==> config.mk <==
export PLATFORM = sky130hd
export DESIGN_NAME = lcd_digit_drive
export DESIGN_NICKNAME = d
export VERILOG_FILES = /design/src/rtl/lcd_drive_pkg.sv /design/src/rtl/lcd_drive_ctrl.sv /design/src/rtl/lcd_seg_decode.sv /design/src/rtl/lcd_drive_datapath.sv /design/src/rtl/lcd_digit_drive.sv
export SDC_FILE = /design/constraint.sdc
export NUM_CORES = 1
export LEC_CHECK = 0
export ABC_AREA = 1
export BUFFER_PORTS_ARGS = -buffer_cell sky130_fd_sc_hd__buf_4
export CAP_MARGIN = 20
export CORE_MARGIN = 3
export CORE_UTILIZATION = 40
export CTS_CLUSTER_SIZE = 30
export DETAILED_ROUTE_END_ITERATION = 7
export MAX_ROUTING_LAYER = met4
export PLACE_DENSITY = 0.59
export REMOVE_ABC_BUFFERS = 1
export SLEW_MARGIN = 20
export SYNTH_ARGS = -nofsm -noshare
export SYNTH_HDL_FRONTEND = slang
export SYNTH_SLANG_ARGS = --single-unit
==> constraint.sdc <==
create_clock -name clk -period 1.4 [get_ports clk]
set_input_delay 0.14 -clock clk [delete_from_list [all_inputs] [get_ports clk]]
set_output_delay 0.14 -clock clk [all_outputs]
set_load 0.02 [all_outputs]
==> src/rtl/lcd_drive_pkg.sv <==
package lcd_drive_pkg;

  localparam int NUM_DIGITS = 3;
  localparam int BCD_W      = 4;
  localparam int SEG_W      = 7;
  localparam int ALL_SEGS   = NUM_DIGITS * SEG_W + 2;

  // Strobes from the timing control to the datapath
  typedef struct packed {
    logic capture;   // backplane is about to rise: register new inputs
    logic bpToggle;  // backplane changes level at this edge
  } lcdStrobe_t;

  // Segment pattern, bit 0 = a ... bit 6 = g; invalid codes stay dark
  function automatic logic [SEG_W-1:0] bcdToSeg(input logic [BCD_W-1:0] code);
    logic [SEG_W-1:0] pat;
    case (code)
      4'd0:    pat = 7'b0111111;
      4'd1:    pat = 7'b0000110;
      4'd2:    pat = 7'b1011011;
      4'd3:    pat = 7'b1001111;
      4'd4:    pat = 7'b1100110;
      4'd5:    pat = 7'b1101101;
      4'd6:    pat = 7'b1111101;
      4'd7:    pat = 7'b0000111;
      4'd8:    pat = 7'b1111111;
      4'd9:    pat = 7'b1101111;
      default: pat = 7'b0000000;
    endcase
    return pat;
  endfunction

endpackage

==> src/rtl/lcd_drive_ctrl.sv <==
module lcd_drive_ctrl
  import lcd_drive_pkg::*;
#(
  parameter int HALF_PERIOD = 400
) (
  input  logic       clk,
  input  logic       rstN,
  output lcdStrobe_t strobe,
  output logic       backplane
);

  localparam int CNT_W = (HALF_PERIOD > 2) ? $clog2(HALF_PERIOD) : 1;
  localparam logic [CNT_W-1:0] LAST = CNT_W'(HALF_PERIOD - 1);

  logic [CNT_W-1:0] divCnt;
  logic             wrap;

  assign wrap = (divCnt == LAST);

  always_ff @(posedge clk or negedge rstN) begin
    if (!rstN) begin
      divCnt    <= '0;
      backplane <= 1'b0;
    end else if (wrap) begin
      divCnt    <= '0;
      backplane <= ~backplane;
    end else begin
      divCnt    <= divCnt + 1'b1;
    end
  end

  always_comb begin
    strobe.bpToggle = wrap;
    strobe.capture  = wrap & ~backplane;
  end

  // Gap monitor: clocks since the backplane last changed
  logic             bpPrev;
  logic [CNT_W:0]   edgeGap;

  always_ff @(posedge clk or negedge rstN) begin
    if (!rstN) begin
      bpPrev  <= 1'b0;
      edgeGap <= '0;
    end else begin
      bpPrev  <= backplane;
      edgeGap <= (backplane != bpPrev) ? (CNT_W+1)'(1) : edgeGap + 1'b1;
    end
  end


  bp_half_period_chk: assert property (@(posedge clk) disable iff (!rstN)
    (backplane != bpPrev) |-> (edgeGap == (CNT_W+1)'(HALF_PERIOD)));


  bp_gap_bound_chk: assert property (@(posedge clk) disable iff (!rstN)
    edgeGap <= (CNT_W+1)'(HALF_PERIOD));


  capture_on_rise_chk: assert property (@(posedge clk) disable iff (!rstN)
    strobe.capture |=> $rose(backplane));

endmodule

==> src/rtl/lcd_seg_decode.sv <==
module lcd_seg_decode
  import lcd_drive_pkg::*;
(
  input  logic [BCD_W-1:0] bcd,
  input  logic             blank,
  output logic [SEG_W-1:0] lit
);

  always_comb begin
    lit = blank ? '0 : bcdToSeg(bcd);
  end

endmodule

==> src/rtl/lcd_drive_datapath.sv <==
module lcd_drive_datapath
  import lcd_drive_pkg::*;
(
  input  logic                                clk,
  input  logic                                rstN,
  input  lcdStrobe_t                          strobe,
  input  logic                                backplane,
  input  logic [NUM_DIGITS-1:0][BCD_W-1:0]    digitsIn,
  input  logic                                oneIn,
  input  logic                                negIn,
  input  logic                                ovrIn,
  input  logic                                lampTest,
  output logic [NUM_DIGITS-1:0][SEG_W-1:0]    segOut,
  output logic                                halfSeg,
  output logic                                signSeg
);

  logic [NUM_DIGITS-1:0][BCD_W-1:0] digitReg;
  logic                             oneReg;
  logic                             negReg;
  logic                             ovrReg;
  logic [NUM_DIGITS-1:0][SEG_W-1:0] litPat;

  // Value register, loaded only as the backplane rises
  always_ff @(posedge clk or negedge rstN) begin
    if (!rstN) begin
      digitReg <= '0;
      oneReg   <= 1'b0;
      negReg   <= 1'b0;
      ovrReg   <= 1'b0;
    end else if (strobe.capture) begin
      digitReg <= digitsIn;
      oneReg   <= oneIn;
      negReg   <= negIn;
      ovrReg   <= ovrIn;
    end
  end

  for (genvar i = 0; i < NUM_DIGITS; i++) begin : g_digit
    lcd_seg_decode u_dec (
      .bcd   (digitReg[i]),
      .blank (ovrReg),
      .lit   (litPat[i])
    );
    assign segOut[i] = lampTest ? {SEG_W{1'b1}} : (litPat[i] ^ {SEG_W{backplane}});
  end

  assign halfSeg = lampTest | ((oneReg | ovrReg) ^ backplane);
  assign signSeg = lampTest | (negReg ^ backplane);

  logic [ALL_SEGS-1:0] segAll;
  assign segAll = {segOut, halfSeg, signSeg};


  hold_between_rises_chk: assert property (@(posedge clk) disable iff (!rstN)
    !strobe.capture |=> $stable({digitReg, oneReg, negReg, ovrReg}));


  seg_flip_chk: assert property (@(posedge clk) disable iff (!rstN)
    (strobe.bpToggle && backplane && !lampTest) |=>
      (lampTest || segAll == ~$past(segAll)));


  blank_on_overrange_chk: assert property (@(posedge clk) disable iff (!rstN)
    (ovrReg && !lampTest) |->
      (segOut == {(NUM_DIGITS*SEG_W){backplane}} && halfSeg == !backplane));


  lamp_const_chk: assert property (@(posedge clk) disable iff (!rstN)
    (lampTest && $past(lampTest)) |-> ($stable(segAll) && (&segAll)));

endmodule

==> src/rtl/lcd_digit_drive.sv <==
module lcd_digit_drive
  import lcd_drive_pkg::*;
#(
  parameter int HALF_PERIOD = 400
) (
  input  logic             clk,
  input  logic             rstN,
  input  logic [BCD_W-1:0] onesBcd,
  input  logic [BCD_W-1:0] tensBcd,
  input  logic [BCD_W-1:0] hundredsBcd,
  input  logic             thousandsOne,
  input  logic             negative,
  input  logic             overRange,
  input  logic             lampTest,
  output logic [SEG_W-1:0] onesSeg,
  output logic [SEG_W-1:0] tensSeg,
  output logic [SEG_W-1:0] hundredsSeg,
  output logic             halfSeg,
  output logic             signSeg,
  output logic             backplane
);

  lcdStrobe_t                       strobe;
  logic [NUM_DIGITS-1:0][SEG_W-1:0] segOut;

  lcd_drive_ctrl #(.HALF_PERIOD(HALF_PERIOD)) u_ctrl (
    .clk       (clk),
    .rstN      (rstN),
    .strobe    (strobe),
    .backplane (backplane)
  );

  lcd_drive_datapath u_dp (
    .clk       (clk),
    .rstN      (rstN),
    .strobe    (strobe),
    .backplane (backplane),
    .digitsIn  ({hundredsBcd, tensBcd, onesBcd}),
    .oneIn     (thousandsOne),
    .negIn     (negative),
    .ovrIn     (overRange),
    .lampTest  (lampTest),
    .segOut    (segOut),
    .halfSeg   (halfSeg),
    .signSeg   (signSeg)
  );

  assign onesSeg     = segOut[0];
  assign tensSeg     = segOut[1];
  assign hundredsSeg = segOut[2];

endmodule

==> impl_metrics.ini <==
[synth]
ys_seq_area_frac = 0.303
synth.ff_latch_count = 25
synth_compound_area_frac = 0.0206
async_flop_share = 1.00
yosys.area_share.adder = 0.0970
yosysUniqueCellTypes = 22
synth-simple-area-share = 0.455
synth-xor-area-share = 0.0127
ys_warn_count = 0
synth_top_family_by_area = simple AND/OR/NAND/NOR gates
synth.avg_cell_area_um2 = 6.63
synthCells = 311
synthFlopType = dfrtp_1
syn_area_um2 = 2060
synth-edff-count = 0
synthMuxAreaShare = 0

[clock_tree]
htreeDepth = 1
cts_root_buf = clkbuf_8
clkTransAtPathRegs_ns = 0.09
cts_max_path_buffers = 2
clk_latency_ns = 0.27
tritoncts = yes
cts_buffers = 3
cts_sinks = 25

[setup_path]
end_kind = output port
arrival_ns = 1.57
cp_max_fo = 4
criticalPathCategory = reg2out
cp-start-kind = register
cp.required_ns = 1.26
cp_slowest_cell = dfrtp_2
max_stage_delay_ns = 0.41
path_cells = inv_2 -> buf_4 -> ha_1 -> inv_1 -> nand2_1 -> nand3_1 -> nand2_2 -> nand2_1 -> nand3_1 -> buf_6

[global_routing]
grtUsageTotal = 0.182
grt_pass1_vias = 2089
grt_start_max_net_pins = 26
grt_overflow = 0
antenna_found_initial = 0
grt_pass1_wl_um = 9000

[timing]
fin_ws_ns = -0.314
clock_skew_ns = 0.00561
hold_violations = 0
fin_crit_sh = 1.22
fin_crit_ns = 1.71
setup_violations = 22
setup_tns_ns = -5.59
rsz0062_at_grt = true
worst_pin_slew_ns = 0.321
max_slew_margin = 0.786
fmax_mhz = 583
final_max_slew_viol_count = 0
holdWs_ns = 0.121

[detailed_routing]
wl_per_cell_um = 12.0
dr.pass1.iters = 4
drtAntennaViolNets = 0
routed_via_density = 4.92
drt_iter0_markers = 80
dr_total_vias = 2235
routed_wl_um = 5460
drc = 0

[run_status]
violations = negative setup slack
outcome = finished, violations left

[power_and_ir_drop]
intPower_w = 0.00102
clockPowerShare = 0.320
p_seq_frac = 0.532
power_frac_comb = 0.149
power_leakage_nw = 1.56
power.density_nw_per_um2 = 422
irDropWorstVdd_v = 0.000432
swShare = 0.244
p_switching_w = 0.000331

[floorplanning]
rows = 25
die-width_um = 77.8
core-area_um2 = 4850
start_util = 0.426
ios = 42
die_area_um2 = 6060
die_h_um = 77.8

[run]
cap_violations = 0

[placement]
portBuffers = 41
dp_cells = 425
dp_slack_ns = -0.0623
gp_congestion = 0.803
hpwl_um = 3510

[layout]
antenna_cells = 0
fin_util = 0.663
drive_gt1_frac = 0.439
fin_cells = 454
syn_to_final_growth_pct = 55.8
fin_nets = 422

[hold_path]
min_path_type = in2reg
-- final cells by class --
class | instances | area (µm²)
Inverter | 35 | 134
Multi-Input combinational cell | 236 | 1490
Tap cell | 67 | 83.8
Clock inverter | 1 | 7.51
Clock buffer | 3 | 41.3
Sequential cell | 25 | 632
Timing Repair Buffer | 87 | 828
Fill cell | 427 | 1630
-- layout by cell type (no fill, tap or decap), types with 3 or more instances in the layout --
cell and count:
nor2_2 3, ha_4 6, ha_1 9, dfrtp_1 20, nand3_1 43, nor2_1 12
clkbuf_8 3, nand3_2 16, buf_6 30, nand2_1 81, dfrtp_2 5, buf_4 51
inv_1 24, nor2_4 3, nand4_1 17, xor2_1 3, nand2_2 30, inv_2 10
-- synthesized netlist by cell type, types with 3 or more instances --
library cell	n	area, µm²
nand2_1	111	417
nand3_1	59	295
inv_1	34	128
dfrtp_1	25	626
nand4_1	17	106
ha_1	16	200
nor2_1	16	60.1
buf_2	6	30.0
buf_4	4	30.0
o21ai_0	4	20.0
clkbuf_1	3	11.3
xor2_1	3	26.3
-- sequential cells by signal (all words and copies together), names as in the netlist --
register,flops
u_ctrl.backplane,1
u_ctrl.divCnt,9
u_dp.digitReg,12
u_dp.negReg,1
u_dp.oneReg,1
u_dp.ovrReg,1
-- critical path, delay by kind of cell (launching register included) --
| kind | cells | cell delay [ns] |
|---|---|---|
| buffers and inverters | 4 | 0.40 |
| adder cells (fa/ha/maj) | 1 | 0.16 |
| flip-flops | 1 | 0.41 |
| AND/OR/NAND/NOR | 5 | 0.33 |
-- routing by layer --
| metal | up-vias | global-route usage | wire (µm) |
|---|---|---|---|
| met3 | 4 | 0.0209 | 179 |
| met4 | 0 | 0.0409 | 29 |
| met1 | 1031 | 0.222 | 2420 |
| met5 | - | - | 0 |
| li1 | 1161 | - | - |
| met2 | 39 | 0.322 | 2830 |
-- per-stage QoR --
step	cell area [µm²]	total power (W)
3_5_place_dp	2530	0.000910
2_1_floorplan	1970	0.000801
3_3_place_gp	2530	0.000909
4_1_cts	2930	0.00137
5_1_grt	3210	0.00142
6_report	3210	0.00136
-- cells by family after synthesis --
kind of cell,Yosys count
fa+ha+maj,16
simple gates,208
flops,25
compound gates,8
xor+xnor,3
buf+inv,51
-- power by group through the flow --
stage	logic (W)	clock network [W]	registers [W]
CTS	0.000200	0.000452	0.000721
global placement	0.000173	0	0.000736
global route	0.000217	0.000483	0.000721
floorplan	0.0000648	0	0.000736
detailed placement	0.000174	0	0.000736
finish	0.000202	0.000434	0.000721
-- final timing paths --
| kind | startpoint | endpoint | slack, ns | cells after the start |
|---|---|---|---|---|
| hold reg to reg | u_ctrl.divCnt[0] | u_ctrl.divCnt[0] | 0.47 | 1 |
| hold / removal | onesBcd[1] | u_dp.digitReg[1] | 0.12 | 3 |
| max in group asynchronous | rstN | u_dp.digitReg[5] | 0.82 | 2 |
| setup / recovery | u_dp.digitReg[5] | tensSeg[0] | -0.31 | 10 |
| setup reg to reg | u_ctrl.divCnt[0] | u_dp.digitReg[9] | 0.06 | 7 |
| min in group asynchronous | rstN | u_ctrl.divCnt[1] | 0.30 | 2 |
-- timing repair --
action | in CTS | in global routing
hold buffers | 1 | 0
setup buffers | 13 | 5
setup endpoints to repair | 23 | 42
pin swaps | 8 | 12
hold endpoints to repair | 25 | 0
cloned | 3 | 3
resized for setup | 62 | 59
Note: power is estimated with default switching activity, not from simulation.
